## src/rtl/irq_seq_pkg.sv

```systemverilog
// Shared constants and types for the interrupt/trap entry sequencer.
// Assumes 16-bit words with byte addressing (two bytes per word).
package irq_seq_pkg;
    localparam logic [15:0] VEC_PROG_IRQ   = 16'h00A0;
    localparam logic [15:0] VEC_BUS_FAULT  = 16'h0004;
    localparam logic [15:0] VEC_BAD_OPCODE = 16'h0010;
    localparam int ERR_NXM_POS    = 5;
    localparam int ERR_TMO_POS    = 4;
    localparam int PIR_LEVEL_BASE = 8;

    typedef enum logic [2:0] {
        EV_NONE,
        EV_BUS_FAULT,
        EV_BAD_OP,
        EV_PROG_IRQ,
        EV_BUS_IRQ
    } event_e;

    typedef enum logic [2:0] {
        SQ_IDLE,
        SQ_GET_PSW,
        SQ_PUSH_PSW,
        SQ_PUSH_PC,
        SQ_GET_PC
    } seq_state_e;
endpackage

```

## src/rtl/irq_level_scan.sv

```systemverilog
// Combinational priority scan over levels 1..NLEV-1.
// A level is eligible only when it is strictly above the current priority.
// The highest eligible level wins. Within a level, the software request
// wins over the bus request.
module irq_level_scan
    import irq_seq_pkg::*;
#(
    parameter int NLEV = 8,
    parameter int DW   = 16,
    localparam int LW  = $clog2(NLEV)
) (
    input  logic [LW-1:0]            pri,
    input  logic [NLEV-1:1]          sw_req,
    input  logic [NLEV-1:1]          hw_req,
    input  logic [(NLEV-1)*DW-1:0]   hw_vec,
    output logic                     hit,
    output logic                     from_bus,
    output logic [LW-1:0]            level,
    output logic [DW-1:0]            vector
);
    logic [NLEV-1:1] sw_ok;
    logic [NLEV-1:1] hw_ok;

    // Per-level eligibility against the current priority.
    for (genvar l = 1; l < NLEV; l++) begin : g_lvl
        assign sw_ok[l] = sw_req[l] && (LW'(l) > pri);
        assign hw_ok[l] = hw_req[l] && (LW'(l) > pri);
    end

    // Ascending walk: the last hit found (the highest level) wins.
    always_comb begin
        hit      = 1'b0;
        from_bus = 1'b0;
        level    = '0;
        vector   = '0;
        for (int l = 1; l < NLEV; l++) begin
            if (sw_ok[l]) begin
                hit      = 1'b1;
                from_bus = 1'b0;
                level    = LW'(l);
                vector   = DW'(VEC_PROG_IRQ);
            end else if (hw_ok[l]) begin
                hit      = 1'b1;
                from_bus = 1'b1;
                level    = LW'(l);
                vector   = hw_vec[(l-1)*DW +: DW];
            end
        end
    end
endmodule

```

## src/rtl/trap_priority_pick.sv

```systemverilog
// Chooses the event for this cycle: bus fault, then illegal opcode, then
// interrupt. Evaluation happens only when the sequencer is idle.
// Assumes the trap flags are only meaningful at an instruction boundary.
// While waiting, only interrupts are considered.
module trap_priority_pick
    import irq_seq_pkg::*;
#(
    parameter int DW = 16
) (
    input  logic          idle,
    input  logic          boundary,
    input  logic          waiting,
    input  logic          nxm_err,
    input  logic          tmo_err,
    input  logic          bad_opcode,
    input  logic          irq_hit,
    input  logic          irq_from_bus,
    input  logic [DW-1:0] irq_vec,
    output event_e        kind,
    output logic [DW-1:0] vector,
    output logic          take,
    output logic          fetch_ok
);
    // Fixed ranking of synchronous traps over interrupts.
    always_comb begin
        kind   = EV_NONE;
        vector = '0;
        if (idle) begin
            if (waiting) begin
                if (irq_hit) begin
                    kind   = irq_from_bus ? EV_BUS_IRQ : EV_PROG_IRQ;
                    vector = irq_vec;
                end
            end else if (boundary) begin
                if (nxm_err || tmo_err) begin
                    kind   = EV_BUS_FAULT;
                    vector = DW'(VEC_BUS_FAULT);
                end else if (bad_opcode) begin
                    kind   = EV_BAD_OP;
                    vector = DW'(VEC_BAD_OPCODE);
                end else if (irq_hit) begin
                    kind   = irq_from_bus ? EV_BUS_IRQ : EV_PROG_IRQ;
                    vector = irq_vec;
                end
            end
        end
    end

    assign take     = (kind != EV_NONE);
    assign fetch_ok = idle && boundary && !waiting && !take;
endmodule

```

## src/rtl/vector_entry_seq.sv

```systemverilog
// Runs the four-step vectored entry on a request/acknowledge memory port:
// read the new PSW at vector+2, push the old PSW, push the old PC, read the
// new PC at the vector. The context is captured on start. Each push
// pre-decrements the stack by one word.
// Assumes the memory holds its acknowledge high for a single cycle.
module vector_entry_seq
    import irq_seq_pkg::*;
#(
    parameter int DW = 16
) (
    input  logic          clk,
    input  logic          rst_n,
    input  logic          start,
    input  logic [DW-1:0] vec,
    input  logic [DW-1:0] cur_pc,
    input  logic [DW-1:0] cur_psw,
    input  logic [DW-1:0] cur_sp,
    output logic          mem_req,
    output logic          mem_we,
    output logic [DW-1:0] mem_addr,
    output logic [DW-1:0] mem_wdata,
    input  logic [DW-1:0] mem_rdata,
    input  logic          mem_ack,
    output logic          idle,
    output logic          done,
    output logic [DW-1:0] new_pc,
    output logic [DW-1:0] new_psw,
    output logic [DW-1:0] new_sp
);
    localparam int WB = DW / 8;

    seq_state_e    st;
    logic [DW-1:0] vec_q, psw_q, pc_q, sp_q;
    logic [DW-1:0] npc_q, npsw_q, nsp_q;
    logic          done_q;

    // Step sequencing, result capture and the completion pulse.
    always_ff @(posedge clk) begin
        if (!rst_n) begin
            st     <= SQ_IDLE;
            vec_q  <= '0;
            psw_q  <= '0;
            pc_q   <= '0;
            sp_q   <= '0;
            npc_q  <= '0;
            npsw_q <= '0;
            nsp_q  <= '0;
            done_q <= 1'b0;
        end else begin
            done_q <= 1'b0;
            case (st)
                SQ_IDLE: if (start) begin
                    st    <= SQ_GET_PSW;
                    vec_q <= vec;
                    psw_q <= cur_psw;
                    pc_q  <= cur_pc;
                    sp_q  <= cur_sp;
                end
                SQ_GET_PSW: if (mem_ack) begin
                    npsw_q <= mem_rdata;
                    st     <= SQ_PUSH_PSW;
                end
                SQ_PUSH_PSW: if (mem_ack) st <= SQ_PUSH_PC;
                SQ_PUSH_PC:  if (mem_ack) st <= SQ_GET_PC;
                SQ_GET_PC: if (mem_ack) begin
                    npc_q  <= mem_rdata;
                    nsp_q  <= sp_q - DW'(2 * WB);
                    done_q <= 1'b1;
                    st     <= SQ_IDLE;
                end
                default: st <= SQ_IDLE;
            endcase
        end
    end

    // Memory port drive for the current step.
    always_comb begin
        mem_req   = 1'b1;
        mem_we    = 1'b0;
        mem_addr  = '0;
        mem_wdata = '0;
        case (st)
            SQ_GET_PSW:  mem_addr = vec_q + DW'(WB);
            SQ_PUSH_PSW: begin
                mem_we    = 1'b1;
                mem_addr  = sp_q - DW'(WB);
                mem_wdata = psw_q;
            end
            SQ_PUSH_PC: begin
                mem_we    = 1'b1;
                mem_addr  = sp_q - DW'(2 * WB);
                mem_wdata = pc_q;
            end
            SQ_GET_PC:   mem_addr = vec_q;
            default:     mem_req = 1'b0;
        endcase
    end

    assign idle    = (st == SQ_IDLE);
    assign done    = done_q;
    assign new_pc  = npc_q;
    assign new_psw = npsw_q;
    assign new_sp  = nsp_q;
endmodule

```

## src/rtl/irq_trap_seq.sv

```systemverilog
// Top of the interrupt/trap entry sequencer. It scans the requests,
// ranks them against the traps, runs the entry sequence and registers the
// one-cycle side pulses (acknowledge, error mask, resume, fetch permission).
// Assumes the inputs are stable around the clock edge and the trap flags
// are valid together with insn_boundary.
module irq_trap_seq
    import irq_seq_pkg::*;
#(
    parameter int NLEV = 8,
    parameter int DW   = 16,
    localparam int LW  = $clog2(NLEV)
) (
    input  logic                   clk,
    input  logic                   rst_n,
    input  logic                   insn_boundary,
    input  logic                   cpu_waiting,
    input  logic [LW-1:0]          psw_pri,
    input  logic [DW-1:0]          pir_reg,
    input  logic [NLEV-1:1]        bus_irq_req,
    input  logic [(NLEV-1)*DW-1:0] bus_irq_vec,
    input  logic                   nxm_err,
    input  logic                   tmo_err,
    input  logic                   bad_opcode,
    input  logic [DW-1:0]          cur_pc,
    input  logic [DW-1:0]          cur_psw,
    input  logic [DW-1:0]          cur_sp,
    output logic                   mem_req,
    output logic                   mem_we,
    output logic [DW-1:0]          mem_addr,
    output logic [DW-1:0]          mem_wdata,
    input  logic [DW-1:0]          mem_rdata,
    input  logic                   mem_ack,
    output logic [NLEV-1:1]        bus_irq_ack,
    output logic [DW-1:0]          err_set,
    output logic                   resume,
    output logic                   fetch_go,
    output logic                   entry_done,
    output logic [DW-1:0]          new_pc,
    output logic [DW-1:0]          new_psw,
    output logic [DW-1:0]          new_sp
);
    logic            seq_idle, irq_hit, irq_from_bus, ev_take, fetch_ok;
    logic [LW-1:0]   irq_level;
    logic [DW-1:0]   irq_vec, ev_vec, err_d;
    logic [NLEV-1:1] ack_d;
    event_e          ev_kind;

    wire unused_pir_low = ^pir_reg[PIR_LEVEL_BASE:0];

    irq_level_scan #(.NLEV(NLEV), .DW(DW)) u_scan (
        .pri      (psw_pri),
        .sw_req   (pir_reg[PIR_LEVEL_BASE+NLEV-1:PIR_LEVEL_BASE+1]),
        .hw_req   (bus_irq_req),
        .hw_vec   (bus_irq_vec),
        .hit      (irq_hit),
        .from_bus (irq_from_bus),
        .level    (irq_level),
        .vector   (irq_vec)
    );

    trap_priority_pick #(.DW(DW)) u_pick (
        .idle         (seq_idle),
        .boundary     (insn_boundary),
        .waiting      (cpu_waiting),
        .nxm_err      (nxm_err),
        .tmo_err      (tmo_err),
        .bad_opcode   (bad_opcode),
        .irq_hit      (irq_hit),
        .irq_from_bus (irq_from_bus),
        .irq_vec      (irq_vec),
        .kind         (ev_kind),
        .vector       (ev_vec),
        .take         (ev_take),
        .fetch_ok     (fetch_ok)
    );

    vector_entry_seq #(.DW(DW)) u_seq (
        .clk       (clk),
        .rst_n     (rst_n),
        .start     (ev_take),
        .vec       (ev_vec),
        .cur_pc    (cur_pc),
        .cur_psw   (cur_psw),
        .cur_sp    (cur_sp),
        .mem_req   (mem_req),
        .mem_we    (mem_we),
        .mem_addr  (mem_addr),
        .mem_wdata (mem_wdata),
        .mem_rdata (mem_rdata),
        .mem_ack   (mem_ack),
        .idle      (seq_idle),
        .done      (entry_done),
        .new_pc    (new_pc),
        .new_psw   (new_psw),
        .new_sp    (new_sp)
    );

    // Acknowledge decode, one bit per bus level.
    for (genvar l = 1; l < NLEV; l++) begin : g_ack
        assign ack_d[l] = (ev_kind == EV_BUS_IRQ) && (irq_level == LW'(l));
    end

    // Error-register set mask for a bus-fault trap.
    always_comb begin
        err_d              = '0;
        err_d[ERR_NXM_POS] = (ev_kind == EV_BUS_FAULT) && nxm_err;
        err_d[ERR_TMO_POS] = (ev_kind == EV_BUS_FAULT) && tmo_err;
    end

    // Register the single-cycle side pulses.
    always_ff @(posedge clk) begin
        if (!rst_n) begin
            bus_irq_ack <= '0;
            err_set     <= '0;
            resume      <= 1'b0;
            fetch_go    <= 1'b0;
        end else begin
            bus_irq_ack <= ack_d;
            err_set     <= err_d;
            resume      <= ev_take && cpu_waiting;
            fetch_go    <= fetch_ok;
        end
    end
endmodule

```

## config.mk

```make
export PLATFORM = sky130hd
export DESIGN_NAME = irq_trap_seq
export DESIGN_NICKNAME = d
export VERILOG_FILES = /design/src/rtl/irq_seq_pkg.sv /design/src/rtl/irq_level_scan.sv /design/src/rtl/trap_priority_pick.sv /design/src/rtl/vector_entry_seq.sv /design/src/rtl/irq_trap_seq.sv
export SDC_FILE = /design/constraint.sdc
export NUM_CORES = 1
export LEC_CHECK = 0
export ABC_CLOCK_PERIOD_IN_PS = 6100
export BUFFER_PORTS_ARGS = -buffer_cell sky130_fd_sc_hd__buf_2
export CAP_MARGIN = 15
export CELL_PAD_IN_SITES_DETAIL_PLACEMENT = 2
export CELL_PAD_IN_SITES_GLOBAL_PLACEMENT = 2
export CORE_UTILIZATION = 29
export DETAILED_ROUTE_END_ITERATION = 8
export HOLD_SLACK_MARGIN = 0.08
export PLACE_DENSITY = 0.95
export SLEW_MARGIN = 20
export SYNTH_ARGS = -nofsm -noshare
export SYNTH_HDL_FRONTEND = slang
export SYNTH_SLANG_ARGS = --single-unit
```

## constraint.sdc

```tcl
create_clock -name clk -period 6.1 [get_ports clk]
set_input_delay 0 -clock clk [delete_from_list [all_inputs] [get_ports clk]]
set_output_delay 0 -clock clk [all_outputs]
set_load 0.02 [all_outputs]
```

Word level (Yosys, flattened, before mapping)

Cells that the tools add are included.

Add/sub/neg operators: 3
$lt $le $gt $ge: 7
Equality and inequality tests: 18
Muxes and demuxes: 78
Reduce and logical (&&, ||, !) cells: 39

Operators with widths:

| cell                                                                   | count |
|---|---|
| 16-bit two-way mux                                                     | 19 |
| 3-bit two-way mux                                                      | 25 |
| 16-bit case mux with 4 select lines                                    | 1 |
| 16-bit case mux with 2 select lines                                    | 1 |
| 1-bit two-way mux                                                      | 31 |
| 1-bit logical AND                                                      | 27 |
| 3-bit equality test (second input constant)                            | 6 |
| 16-bit by 2-bit adder with 16-bit output (second input constant)       | 1 |
| 16-bit by 2-bit subtractor with 16-bit output (second input constant)  | 1 |
| 16-bit by 3-bit subtractor with 16-bit output (second input constant)  | 1 |
| 3-bit case mux with 5 select lines                                     | 1 |
| 3-bit by 2-bit equality test with 1-bit output (second input constant) | 4 |
| 3-bit > comparator (first input constant)                              | 4 |
| 2-bit != test (second input constant)                                  | 5 |
| 3-bit by 1-bit equality test with 1-bit output (second input constant) | 3 |
| 2-bit AND reduction                                                    | 4 |
| 2-bit by 3-bit > comparator with 1-bit output (first input constant)   | 2 |
| 5-bit AND reduction                                                    | 1 |
| 4-bit OR reduction                                                     | 1 |
| 1-bit by 3-bit > comparator with 1-bit output (first input constant)   | 1 |
| 3-bit logical NOT                                                      | 1 |
| 3-bit nonzero test                                                     | 1 |
| 1-bit logical NOT                                                      | 2 |
| 2-bit OR reduction                                                     | 1 |
| 1-bit logical OR                                                       | 1 |

Register bits after elaboration: 141
Input port bits: 210
Output and inout port bits: 108
Logic and storage cells: 159

Depth between registers and ports, before layout

Word-level depth: 26
Gate-level depth with buffers: 10
Depth with buffers taken out: 8

By module

Synthesis repeated with hierarchy kept, for this count alone.

Cells, all modules: 1036
Area, all modules: 7748.7 um2

By module, submodules not included:

| module             | times used | cells an instance | area an instance (um2) | sequential area each (um2) |
|---|---|---|---|---|
| vector_entry_seq   | 1          | 718               | 5615.4                 | 2322.2 |
| irq_level_scan     | 1          | 237               | 1431.4                 | 0.0 |
| irq_trap_seq       | 1          | 43                | 446.7                  | 220.2 |
| trap_priority_pick | 1          | 38                | 255.2                  | 0.0 |

Worst setup path before layout

Ideal clock, no wire load.

Kind: reg-to-output
Start: reg u_seq.sp_q[3]
End: out mem_addr[10]
Arrival: 2.243 ns
Path slack: 3.857 ns
Stages on the path, launching flop included: 10
Path through: dfxtp_1 > clkbuf_1 > inv_1 > ha_1 > or3b_1 > nand2b_1 > nor3_1 > o41ai_1 > xor2_1 > o22ai_1

Word-level cells in the longest chain between the ends: 2
Elaborated cells on any way between the ends: 3
Classes of those cells: 2 x add/sub; 1 x mux

RTL lines:

| what                                                                                                                  | line                                           | source |
|---|---|---|
| from (decl)                                                                                                           | vector_entry_seq.sv:33                         | `logic [DW-1:0] vec_q, psw_q, pc_q, sp_q;` |
| from (signal assigned)                                                                                                | vector_entry_seq.sv:57                         | `sp_q <= cur_sp;` |
| 16-bit by 3-bit subtractor with 16-bit output / 16-bit by 2-bit subtractor with 16-bit output (equally long branches) | vector_entry_seq.sv:91, vector_entry_seq.sv:86 |  |
| 16-bit case mux with 4 select lines *                                                                                 | vector_entry_seq.sv:82                         | `case (st)` |
| to (decl)                                                                                                             | irq_trap_seq.sv:29                             | `output logic [DW-1:0] mem_addr,` |

Mark *: on every way between the ends. The rest lies on a longest branch, timed or not.

Worst setup path in the final report

Start: reg u_seq.st[2]
End: reg u_seq.psw_q[3]

Word-level cells in the longest chain between the ends: 4

RTL lines:

| what                                   | line                                           | source |
|---|---|---|
| from (decl)                            | vector_entry_seq.sv:32                         | `seq_state_e st;` |
| from (signal assigned)                 | vector_entry_seq.sv:40                         | `st <= SQ_IDLE;` |
| from (signal assigned)                 | vector_entry_seq.sv:53                         | `st <= SQ_GET_PSW;` |
| from (signal assigned)                 | vector_entry_seq.sv:61                         | `st <= SQ_PUSH_PSW;` |
| 3-bit logical NOT *                    | vector_entry_seq.sv:51, vector_entry_seq.sv:99 |  |
| 3-bit two-way mux                      | trap_priority_pick.sv:28                       | `if (idle) begin` |
| 3-bit nonzero test                     | trap_priority_pick.sv:49                       | `assign take = (kind != EV_NONE);` |
| 2-bit AND reduction (no source line) * | --                                             |  |
| to (signal assigned)                   | vector_entry_seq.sv:55                         | `psw_q <= cur_psw;` |
| to (decl)                              | vector_entry_seq.sv:33                         |  |

Marks and branches as above.
A chain may end at the register's enable or synchronous reset.

==> flow_metrics.py <==
metrics = {
    "drt": {
        "vias": 8733,
        "dr.pass1.iters": 6,
        "drt_iter0_drc": 426,
        "viasPerCell": 5.25,
        "drc": 0,
        "drtAntennaViolNets": 0,
        "totalWireLength_um": 36700,
        "wl_per_cell_um": 22.1,
    },
    "timing": {
        "rsz0062_at_grt": "false",
        "finalSetupTns_ns": 0,
        "fin_ws_ns": 2.41,
        "hold_viol_final": 0,
        "holdWs_ns": 0.0956,
        "maxSlewHeadroom": 0.238,
        "period_needed_ns": 3.69,
        "fmax_mhz": 271,
        "worst_slew_pin_slew_ns": 1.14,
        "fin_crit_sh": 0.605,
        "skew_ns": 0.0121,
        "setup_viol": 0,
        "finalMaxSlewViolations": 0,
    },
    "global_routing": {
        "antenna_found_initial": 7,
        "grt-ovfl-total": 0,
        "grt_max_degree": 83,
        "grt_first_pass_wirelength_um": 54900,
        "first_global_vias": 9695,
        "track_usage": 0.269,
    },
    "clock_tree": {
        "cts_tree": "built",
        "hold_buffers": 110,
        "cts_buffer_depth": 2,
        "cts.sinks": 127,
        "cts-root-buf": "clkbuf_16",
        "cts_resized": 0,
        "htree_levels": 4,
        "clk_pin_slew_worst_paths_ns": 0.06,
        "cts_buffers": 17,
        "postCtsSetupBuffers": 0,
        "clk-insertion-delay-late_ns": 0.42,
    },
    "synth": {
        "yosys_warnings": 0,
        "synthCells": 946,
        "syn_area_um2": 7640,
        "ys_ff_latch": 127,
        "synth.distinct_cells": 85,
        "syn_avg_cell_area_um2": 8.08,
        "async_flop_share": 0,
        "synth_ff_type": "dfxtp_1",
        "synth_edf_count": 0,
        "ys_seq_area_frac": 0.333,
    },
    "final_layout": {
        "n_fill_cell": 2952,
        "nets": 1523,
        "final_area_um2": 11000,
        "layout.cells.non_filler": 1662,
        "area_growth_pct": 43.4,
        "drive_above_1_share": 0.273,
        "post-route-util": 0.422,
    },
    "placed_design": {
        "dp_hpwl_um": 23900,
        "place.gp.congestion": 0.898,
        "place_worst_setup_slack_ns": 2.89,
        "placement.io_buffers": 294,
        "place_inst": 1515,
        "dpl-instance-area_um2": 9170,
    },
    "power": {
        "powerDensity_nw_per_um2": 280,
        "vdd_drop_max_mv": 0.131,
        "p_total_mw": 3.06,
        "p_leak_nw": 4.80,
    },
    "setup_path": {
        "cp.required_ns": 6.46,
        "critPathKind": "reg2reg",
        "cp_slowest_cell": "dfxtp_1",
        "cpPeakStageDelay_ns": 0.67,
        "end_kind": "flip-flop",
        "worstPathArrival_ns": 4.05,
        "start_kind": "flip-flop",
        "path_cells": "nor3_1 > o21ai_0 > a41oi_1 > o21ai_2 > and3_4 > buf_4 > mux2i_1 > dlygate4sd3_1",
        "path_max_fanout": 35,
    },
    "die": {
        "die_width_um": 164,
        "core_area_um2": 26000,
        "start_util": 0.294,
        "ioPinCount": 318,
        "fp.dieArea_um2": 27000,
        "fp-row-count": 59,
        "fp.dieH_um": 164,
    },
    "job": {
        "max_cap_violations": 0,
    },
    "worst_hold_path": {
        "min_path_type": "in2reg",
    },
    "status": {
        "outcome": "complete, no violations",
    },
}
## layout by cell type (no fill, tap or decap), drive strengths merged, types with 3 or more instances in the layout
cell type and instances:
a21oi 49, nor4 6, nor2 62, nor3b 7, nand2b 13, nand4 9, or4 3, dlygate4sd3 110
nor2b 8, o2bb2ai 14, dfxtp 127, a22oi 12, o41ai 4, diode 6, nor4b 5, clkinv 3
o21ai 16, nand2 219, or3b 4, o22ai 13, nand3 12, or3 3, mux2i 92, nor3 18
bufinv 5, xor2 15, xnor2 21, buf 307, a211oi 13, or2 5, ha 4, conb 14
a21o 15, a222oi 13, and2 7, inv 15, clkbuf 20, and3 5, a22o 12
## power breakdown
| group | switching [mW] | leakage (nW) | internal [mW] |
|---|---|---|---|
| clock network | 0.407 | 0.323 | 0.761 |
| logic | 0.537 | 3.44 | 0.375 |
| registers | 0.0786 | 1.04 | 0.904 |
| total | 1.02 | 4.80 | 2.04 |
## cells in the mapped netlist, types with 4 or more instances
cell / instances / area (µm²)
buf_12: 6 / 120
inv_1: 12 / 45.0
o21ai_0: 14 / 70.1
nor4b_1: 5 / 43.8
and2_1: 5 / 31.3
nor4_1: 5 / 31.3
xnor2_1: 21 / 184
ha_1: 4 / 50.1
a21o_1: 15 / 113
a22oi_1: 12 / 90.1
nor3b_1: 6 / 45.0
nor3_1: 17 / 85.1
buf_4: 14 / 105
clkbuf_1: 54 / 203
a21oi_1: 48 / 240
nand4_1: 9 / 56.3
nor2_1: 62 / 233
nand2_1: 219 / 822
nand2b_1: 13 / 81.3
a222oi_1: 13 / 130
and3_1: 4 / 25.0
nor2b_1: 8 / 50.1
xor2_1: 15 / 131
dfxtp_1: 127 / 2540
buf_2: 5 / 25.0
a211oi_1: 13 / 97.6
nand3_1: 11 / 55.1
o2bb2ai_1: 14 / 123
mux2i_1: 92 / 921
a22o_1: 12 / 105
o22ai_1: 13 / 81.3
## area by class of cell
type / count / area, µm² / share of cell area
tap: 335 / 419 / 0.0383
clock inverter: 11 / 201 / 0.0184
clock buffer: 20 / 467 / 0.0426
antenna: 6 / 15.0 / 0.00137
timing repair buffer: 417 / 2670 / 0.244
multi-input combinational: 733 / 4590 / 0.419
sequential: 127 / 2540 / 0.232
inverter: 13 / 48.8 / 0.00445
## critical path, delay by kind of cell (launching register included)
| family | cells | cell delay, ns |
|---|---|---|
| mux | 1 | 0.37 |
| compound gates | 3 | 0.50 |
| buf+inv | 2 | 1.18 |
| simple gates | 2 | 0.85 |
| flops | 1 | 0.67 |
## sequential cells by signal, indices dropped and copies added, names as in the netlist, 7 cells and up
| signal | flops |
|---|---|
| u_seq.psw_q | 16 |
| u_seq.new_psw | 16 |
| bus_irq_ack | 7 |
| u_seq.sp_q | 16 |
| u_seq.new_pc | 16 |
| u_seq.new_sp | 16 |
| u_seq.vec_q | 16 |
| u_seq.pc_q | 16 |
## worst paths after layout
kind	from	endpoint	slack (ns)	depth (start not counted)
setup / recovery	u_seq.st[2]$_SDFFE_PN0P_	u_seq.psw_q[3]$_SDFFE_PN0P_	2.41	8
setup reg to reg	u_seq.st[2]$_SDFFE_PN0P_	u_seq.psw_q[3]$_SDFFE_PN0P_	2.41	8
hold / removal	bus_irq_vec[45]	u_seq.vec_q[13]$_SDFFE_PN0P_	0.1	5
hold reg to reg	u_seq.new_sp[1]$_SDFFE_PN0P_	u_seq.new_sp[1]$_SDFFE_PN0P_	0.46	2
## cells by family (layout without fill, tap and decap cells)
group / count (synthesis) / count (layout) / synth area share
and+or+nand+nor: 394 / 394 / 0.239
AOI/OAI and AO/OA: 192 / 192 / 0.185
DFF: 127 / 127 / 0.333
buffers and inverters: 99 / 461 / 0.0735
muxes: 93 / 93 / 0.122
xor gates and xnor gates: 36 / 36 / 0.0413
adders and majority gates: 4 / 4 / 0.00655
other: 1 / 20 / 0.000491
## per-layer routing
layer,routed length [µm],vias up,global-route usage
met5,17,-,0
met4,1050,2,0.109
met3,2000,72,0.0626
met2,19400,292,0.506
met1,14100,4311,0.286
li1,-,4056,-
(Power assumes the default switching activity.)
